File: config.mk
export PLATFORM = sky130hd
export DESIGN_NAME = erq_tracker
export DESIGN_NICKNAME = d
export VERILOG_FILES = /design/src/rtl/erq_pkg.sv /design/src/rtl/erq_pick.sv /design/src/rtl/erq_entry.sv /design/src/rtl/erq_tracker.sv
export SDC_FILE = /design/constraint.sdc
export NUM_CORES = 2
export LEC_CHECK = 0
export BUFFER_PORTS_ARGS = -buffer_cell sky130_fd_sc_hd__buf_2
export CORE_ASPECT_RATIO = 1.25
export CORE_MARGIN = 5
export CORE_UTILIZATION = 50
export DETAILED_ROUTE_END_ITERATION = 10
export PLACE_DENSITY_LB_ADDON = 0.3
export SLEW_MARGIN = 20
export SYNTH_ARGS = -nofsm -noshare
export SYNTH_HDL_FRONTEND = slang
export SYNTH_SLANG_ARGS = --single-unit
File: constraint.sdc
create_clock -name clk -period 8.65 [get_ports clk]
set_clock_uncertainty 0.05 [all_clocks]
set_input_delay 0.865 -clock clk [delete_from_list [all_inputs] [get_ports clk]]
set_output_delay 0.865 -clock clk [all_outputs]
set_load 0.05 [all_outputs]
File: src/rtl/erq_pkg.sv
package erq_pkg;
  localparam int NPREG_D = 100;
  localparam int RVQ_D   = 600;
  localparam int NARCH_D = 32;
  localparam int CNT_W   = 4;

  typedef struct packed {
    logic             redef;
    logic [CNT_W-1:0] cnt;
    logic             qv;
    logic             pooled;
    logic             eager;
    logic             pending;
  } reg_state_t;
endpackage

File: src/rtl/erq_pick.sv
module erq_pick #(
  parameter int N  = 100,
  localparam int IW = $clog2(N)
) (
  input  logic [N-1:0]  req,
  output logic [N-1:0]  gnt,
  output logic [IW-1:0] idx,
  output logic          any
);
  always_comb begin
    gnt = '0;
    idx = '0;
    any = 1'b0;
    for (int i = N - 1; i >= 0; i--) begin
      if (req[i]) begin
        gnt = '0;
        gnt[i] = 1'b1;
        idx = IW'(i);
        any = 1'b1;
      end
    end
  end
endmodule

File: src/rtl/erq_entry.sv
module erq_entry
  import erq_pkg::*;
#(
  parameter int   QW       = 10,
  parameter logic RST_POOL = 1'b0
) (
  input  logic          clk,
  input  logic          rst_n,
  input  logic          set_redef,
  input  logic          inc,
  input  logic          dec,
  input  logic          rec,
  input  logic [QW-1:0] rec_idx,
  input  logic          rel,
  input  logic          cfree,
  input  logic          alloc,
  input  logic          restore,
  input  logic          cb_done,
  output reg_state_t    st,
  output logic [QW-1:0] qidx
);
  reg_state_t    st_n;
  logic [QW-1:0] qidx_n;

  always_comb begin
    st_n   = st;
    qidx_n = qidx;
    if (set_redef) st_n.redef = 1'b1;
    st_n.cnt = st.cnt + CNT_W'(inc) - CNT_W'(dec);
    if (rec) begin
      st_n.qv = 1'b1;
      qidx_n  = rec_idx;
    end
    if (rel) begin
      st_n.pooled = 1'b1;
      st_n.eager  = 1'b1;
      st_n.redef  = 1'b0;
      st_n.cnt    = '0;
    end
    if (cfree) begin
      st_n.pooled = 1'b1;
      st_n.eager  = 1'b0;
      st_n.redef  = 1'b0;
    end
    if (alloc) begin
      st_n.pooled = 1'b0;
      st_n.eager  = 1'b0;
      st_n.redef  = 1'b0;
      st_n.cnt    = '0;
      st_n.qv     = 1'b0;
    end
    if (restore) begin
      st_n.pooled  = 1'b0;
      st_n.eager   = 1'b0;
      st_n.redef   = 1'b0;
      st_n.pending = 1'b1;
    end
    if (cb_done) st_n.pending = 1'b0;
  end

  always_ff @(posedge clk or negedge rst_n) begin
    if (!rst_n) begin
      st        <= '0;
      st.pooled <= RST_POOL;
      qidx      <= '0;
    end else begin
      st   <= st_n;
      qidx <= qidx_n;
    end
  end
endmodule

File: src/rtl/erq_tracker.sv
module erq_tracker
  import erq_pkg::*;
#(
  parameter int NPREG     = NPREG_D,
  parameter int RVQ_DEPTH = RVQ_D,
  parameter int NARCH     = NARCH_D,
  localparam int PW = $clog2(NPREG),
  localparam int QW = $clog2(RVQ_DEPTH),
  localparam int SW = QW + 1
) (
  input  logic             clk,
  input  logic             rst_n,
  input  logic [SW-1:0]    slack,
  input  logic             alloc_req,
  output logic             alloc_vld,
  output logic [PW-1:0]    alloc_preg,
  input  logic             redef_vld,
  input  logic [PW-1:0]    redef_preg,
  input  logic             use_inc_vld,
  input  logic [PW-1:0]    use_inc_preg,
  input  logic             use_dec_vld,
  input  logic [PW-1:0]    use_dec_preg,
  input  logic             rec_vld,
  input  logic [PW-1:0]    rec_preg,
  input  logic [QW-1:0]    rec_idx,
  input  logic             commit_vld,
  input  logic [PW-1:0]    commit_preg,
  input  logic             mispredict,
  input  logic [NPREG-1:0] restore_mask,
  output logic             rel_vld,
  output logic [PW-1:0]    rel_preg,
  output logic             cb_req_vld,
  output logic [PW-1:0]    cb_req_preg,
  output logic [QW-1:0]    cb_req_idx,
  input  logic             cb_ack,
  output logic             busy
);
  reg_state_t    st   [NPREG];
  logic [QW-1:0] qidx [NPREG];

  logic [NPREG-1:0] rel_cand, rel_gnt, rel_oh, cfree_oh;
  logic [NPREG-1:0] pool_eff, alloc_gnt, alloc_oh;
  logic [NPREG-1:0] restore_oh, pend_vec, cb_gnt;
  logic             rel_any, alloc_any, eager_en;

  assign eager_en = (slack < SW'(RVQ_DEPTH)) && !mispredict;

  for (genvar i = 0; i < NPREG; i++) begin : g_reg
    assign rel_cand[i]   = st[i].redef && (st[i].cnt == '0) && st[i].qv && !st[i].pooled;
    assign cfree_oh[i]   = commit_vld && !mispredict && (commit_preg == PW'(i));
    assign pool_eff[i]   = st[i].pooled || rel_oh[i] || cfree_oh[i];
    assign restore_oh[i] = mispredict && restore_mask[i] && st[i].pooled && st[i].eager;
    assign pend_vec[i]   = st[i].pending;

    erq_entry #(.QW(QW), .RST_POOL(i >= NARCH)) u_entry (
      .clk      (clk),
      .rst_n    (rst_n),
      .set_redef(redef_vld && (redef_preg == PW'(i))),
      .inc      (use_inc_vld && (use_inc_preg == PW'(i))),
      .dec      (use_dec_vld && (use_dec_preg == PW'(i))),
      .rec      (rec_vld && (rec_preg == PW'(i))),
      .rec_idx  (rec_idx),
      .rel      (rel_oh[i]),
      .cfree    (cfree_oh[i]),
      .alloc    (alloc_oh[i]),
      .restore  (restore_oh[i]),
      .cb_done  (cb_gnt[i] && cb_ack),
      .st       (st[i]),
      .qidx     (qidx[i])
    );
  end

  erq_pick #(.N(NPREG)) u_rel_pick (
    .req(rel_cand), .gnt(rel_gnt), .idx(rel_preg), .any(rel_any)
  );
  assign rel_vld = rel_any && eager_en;
  assign rel_oh  = eager_en ? rel_gnt : '0;

  erq_pick #(.N(NPREG)) u_alloc_pick (
    .req(pool_eff), .gnt(alloc_gnt), .idx(alloc_preg), .any(alloc_any)
  );
  assign alloc_vld = alloc_any && !mispredict;
  assign alloc_oh  = (alloc_req && alloc_vld) ? alloc_gnt : '0;

  erq_pick #(.N(NPREG)) u_cb_pick (
    .req(pend_vec), .gnt(cb_gnt), .idx(cb_req_preg), .any(cb_req_vld)
  );
  assign cb_req_idx = qidx[cb_req_preg];
  assign busy       = |pend_vec;
endmodule

==> impl_metrics.tcl <==
set metrics [dict create \
    wirelength_um 461000 \
    p_sw_frac 0.413 \
    hpwl_um 342000 \
    dieArea_um2 220000 \
    yosys.area.top_type "dfrtp_1" \
    critPathLaunchType "flop" \
    clkPwrFrac 0.252 \
    powerDensity_nw_per_um2 321 \
    drtIter0Drc 10100 \
    synth_area_um2 105000 \
    cts.sinks 1900 \
    timing.fmax_ghz 0.115 \
    worstPathRequired_ns 7.74 \
    ys.flop_type "dfrtp_1" \
    critPathArrivalTime_ns 7.80 \
    cts_buffers 209 \
    critPathKind "reg -> out" \
    row_count 188 \
    p_int_w 0.0224 \
    post-route-min-period_ns 8.71 \
    fin_cells 13300 \
    die_y_um 523 \
    top_layer_used "met5" \
    clk_pin_slew_ns 0.06 \
    groute.usage.overall 0.414 \
    yosys-top-cells-area "dfrtp_1 (44%), mux2_2 (11%), ha_1 (5.9%), nor2_1 (3.6%), nand2_1 (2.7%)" \
    gp_congestion 1.05 \
    leakage_nw 57.4 \
    status "complete, but fails checks" \
    peakVddDrop_v 0.000609 \
    met3WireLength_um 41000 \
    grt_pass1_vias 87500 \
    viasPerCell 6.55 \
    synth_warnings 0 \
    synth_edf_count 0 \
    io-pin-count 201 \
    yosysTopAreaCellShare 0.435 \
    syn_inst 10100 \
    nFillCells 18100 \
    power_frac_comb 0.449 \
    synth_common_cells "dfrtp_1 (1832), mux2_2 (1035), nor2_1 (997)" \
    syn2layout_area_growth_pct 12.7 \
    wl_met2_um 205000 \
    grt_pass1_wl_um 648000 \
    seqPwrFrac 0.299 \
    firstDrtPassIters 6 \
    port_buffers 197 \
    relSlewSlack 0.125 \
    die_x_um 421 \
    setup_tns_ns -0.0610 \
    grt_antenna_before_repair 67 \
    violations "negative setup slack" \
    dpl_cell_area_um2 111000 \
    end_kind "output pin" \
    insertion_delay_ns 0.89 \
    overflow 0 \
    tightestPinTransition_ns 1.31 \
    grt_max_degree 191 \
    dpl.cell_count 12900 \
    async_flop_share 1.00 \
    drive_above_1_share 0.222 \
    crit_path_max_fanout 21 \
    clk_path_buf_depth 4 \
    final_util 0.566 \
    synth.avg_cell_area_um2 10.4 \
    post-synth-top-count-cell "dfrtp_1" \
    p_switching_w 0.0157 \
    setup_viol 1 \
    htree_levels 4 \
    core_um2 210000 \
    timing.hold.ws_ns 0.347 \
    wl_met1_um 172000 \
    synth_seq_area_share 0.452 \
    cts_tree "built" \
    drc_errors 0 \
    floorplan.initialDensity 0.502 \
    rsz0062_at_grt "no" \
    synth_cell_types 102 \
    ant_nets 0 \
    finish.instance_area_um2 119000 \
    vias 87400 \
    hp-class "in -> reg" \
    slew_viol_final 0 \
    syn_nets 10900 \
    synth-seq-cells 1900 \
    cap_viol_max_count 0 \
    root_buffer "clkbuf_16" \
    nets 11100 \
    wl_per_cell_um 34.6 \
    setup_slack_ns -0.0610 \
    finalCritPeriodShare 1.01 \
    hold_viol_final 0 \
]
[layout make-up]
type / instances / area (um2) / area share
Multi-Input combinational cell: 7054 / 53900 / 0.453
Sequential cell: 1900 / 47600 / 0.401
Clock buffer: 291 / 5960 / 0.0502
Timing Repair Buffer: 550 / 4000 / 0.0337
Tap cell: 2755 / 3450 / 0.0290
Inverter: 653 / 2470 / 0.0208
Clock inverter: 89 / 1270 / 0.0107
Antenna cell: 52 / 130 / 0.00110
[cell usage in the layout, fill, tap and decap left out, types with 45 or more instances in the layout]
cell type and n:
a22oi_1 45, nor4_1 120, dfstp_2 68, clkbuf_16 209, and2_1 69, and3_1 113
a21oi_1 459, nor3b_1 61, nor4b_1 88, buf_2 185, a21o_1 126, a211oi_1 78
nand4_1 176, nand3_1 229, inv_1 648, nor2_1 947, mux2i_1 283, ha_1 500
or2_2 45, nor3_1 283, or3_1 48, mux4_2 105, dfrtp_1 1832, nor2b_1 46
fa_1 100, o31ai_1 50, diode_2 52, xnor2_1 185, nand2_1 765, buf_4 338
mux2_2 1035, a31oi_1 60, o21ai_0 313
[logic make-up (layout without fill, tap and decap cells)]
logic type,count (synthesis),in the layout,synth area share
and+or+nand+nor,3313,3313,0.157
DFF,1900,1900,0.452
AOI/OAI and AO/OA,1518,1518,0.0945
muxes,1423,1423,0.160
buffers and inverters,1152,1583,0.0419
adders and majority gates,600,600,0.0784
xor gates and xnor gates,200,200,0.0166
other,0,52,0
[layer usage]
metal  vias up  GRT usage
li1      36600          -
met5         -          0
met3      1384     0.0940
met4        28      0.315
met1     44700      0.512
met2      4671      0.634
[state kept, by name (all words and copies together), names as in the netlist]
name            count
g.u_entry.st      900
g.u_entry.qidx   1000
[worst max-delay path, cell delays in order (launching register included)]
cell and delay, ns:
dfrtp_1 0.32, inv_1 0.05, ha_1 0.19, nor4bb_1 0.13
nand3b_1 0.35, nand4_1 0.15, buf_4 0.20, or4_2 1.09
nor4_2 0.40, buf_4 0.39, a311oi_2 0.32, a2111oi_0 0.82
o211ai_1 0.32, a2111oi_0 1.05, buf_4 0.26, o211ai_1 0.18
nand3_1 0.31, buf_2 0.32
[power by group through the flow]
| stage | clock (W) | sequential, W | combinational, W |
|---|---|---|---|
| floorplan | 0 | 0.0112 | 0.0112 |
| global placement | 0 | 0.0114 | 0.0164 |
| detailed placement | 0 | 0.0115 | 0.0168 |
| CTS | 0.00970 | 0.0114 | 0.0169 |
| global route | 0.0100 | 0.0115 | 0.0182 |
| finish | 0.00963 | 0.0114 | 0.0171 |
[worst paths after layout]
path | startpoint | end | slack, ns | depth (start not counted)
hold / removal | restore_mask[58] | g_reg[58].u_entry.st[0]$_DFFE_PN0P_ | 0.35 | 3
hold reg to reg | g_reg[1].u_entry.st[3]$_DFFE_PN0P_ | g_reg[1].u_entry.st[3]$_DFFE_PN0P_ | 0.44 | 2
setup reg to reg | g_reg[14].u_entry.st[6]$_DFF_PN0_ | g_reg[32].u_entry.st[3]$_DFFE_PN0P_ | 1.94 | 18
min in group asynchronous | rst_n | g_reg[0].u_entry.st[3]$_DFFE_PN0P_ | 0.50 | 2
max in group asynchronous | rst_n | g_reg[28].u_entry.qidx[5]$_DFFE_PN0P_ | 5.86 | 5
setup / recovery | g_reg[6].u_entry.st[6]$_DFF_PN0_ | alloc_preg[0] | -0.06 | 17
[stage by stage]
step                setup WS, ns  power (W)
global placement           0.896     0.0279
floorplan                   2.51     0.0224
global route               0.203     0.0398
detailed placement         0.913     0.0284
CTS                        0.261     0.0380
finish                   -0.0610     0.0381
[timing repair]
action	in CTS	in global routing
endpoints found under the hold margin	81	0
gates resized for setup	0	0
hold buffers	1	0
setup buffers	0	0
No activity file was read; power rests on OpenSTA's default activity.
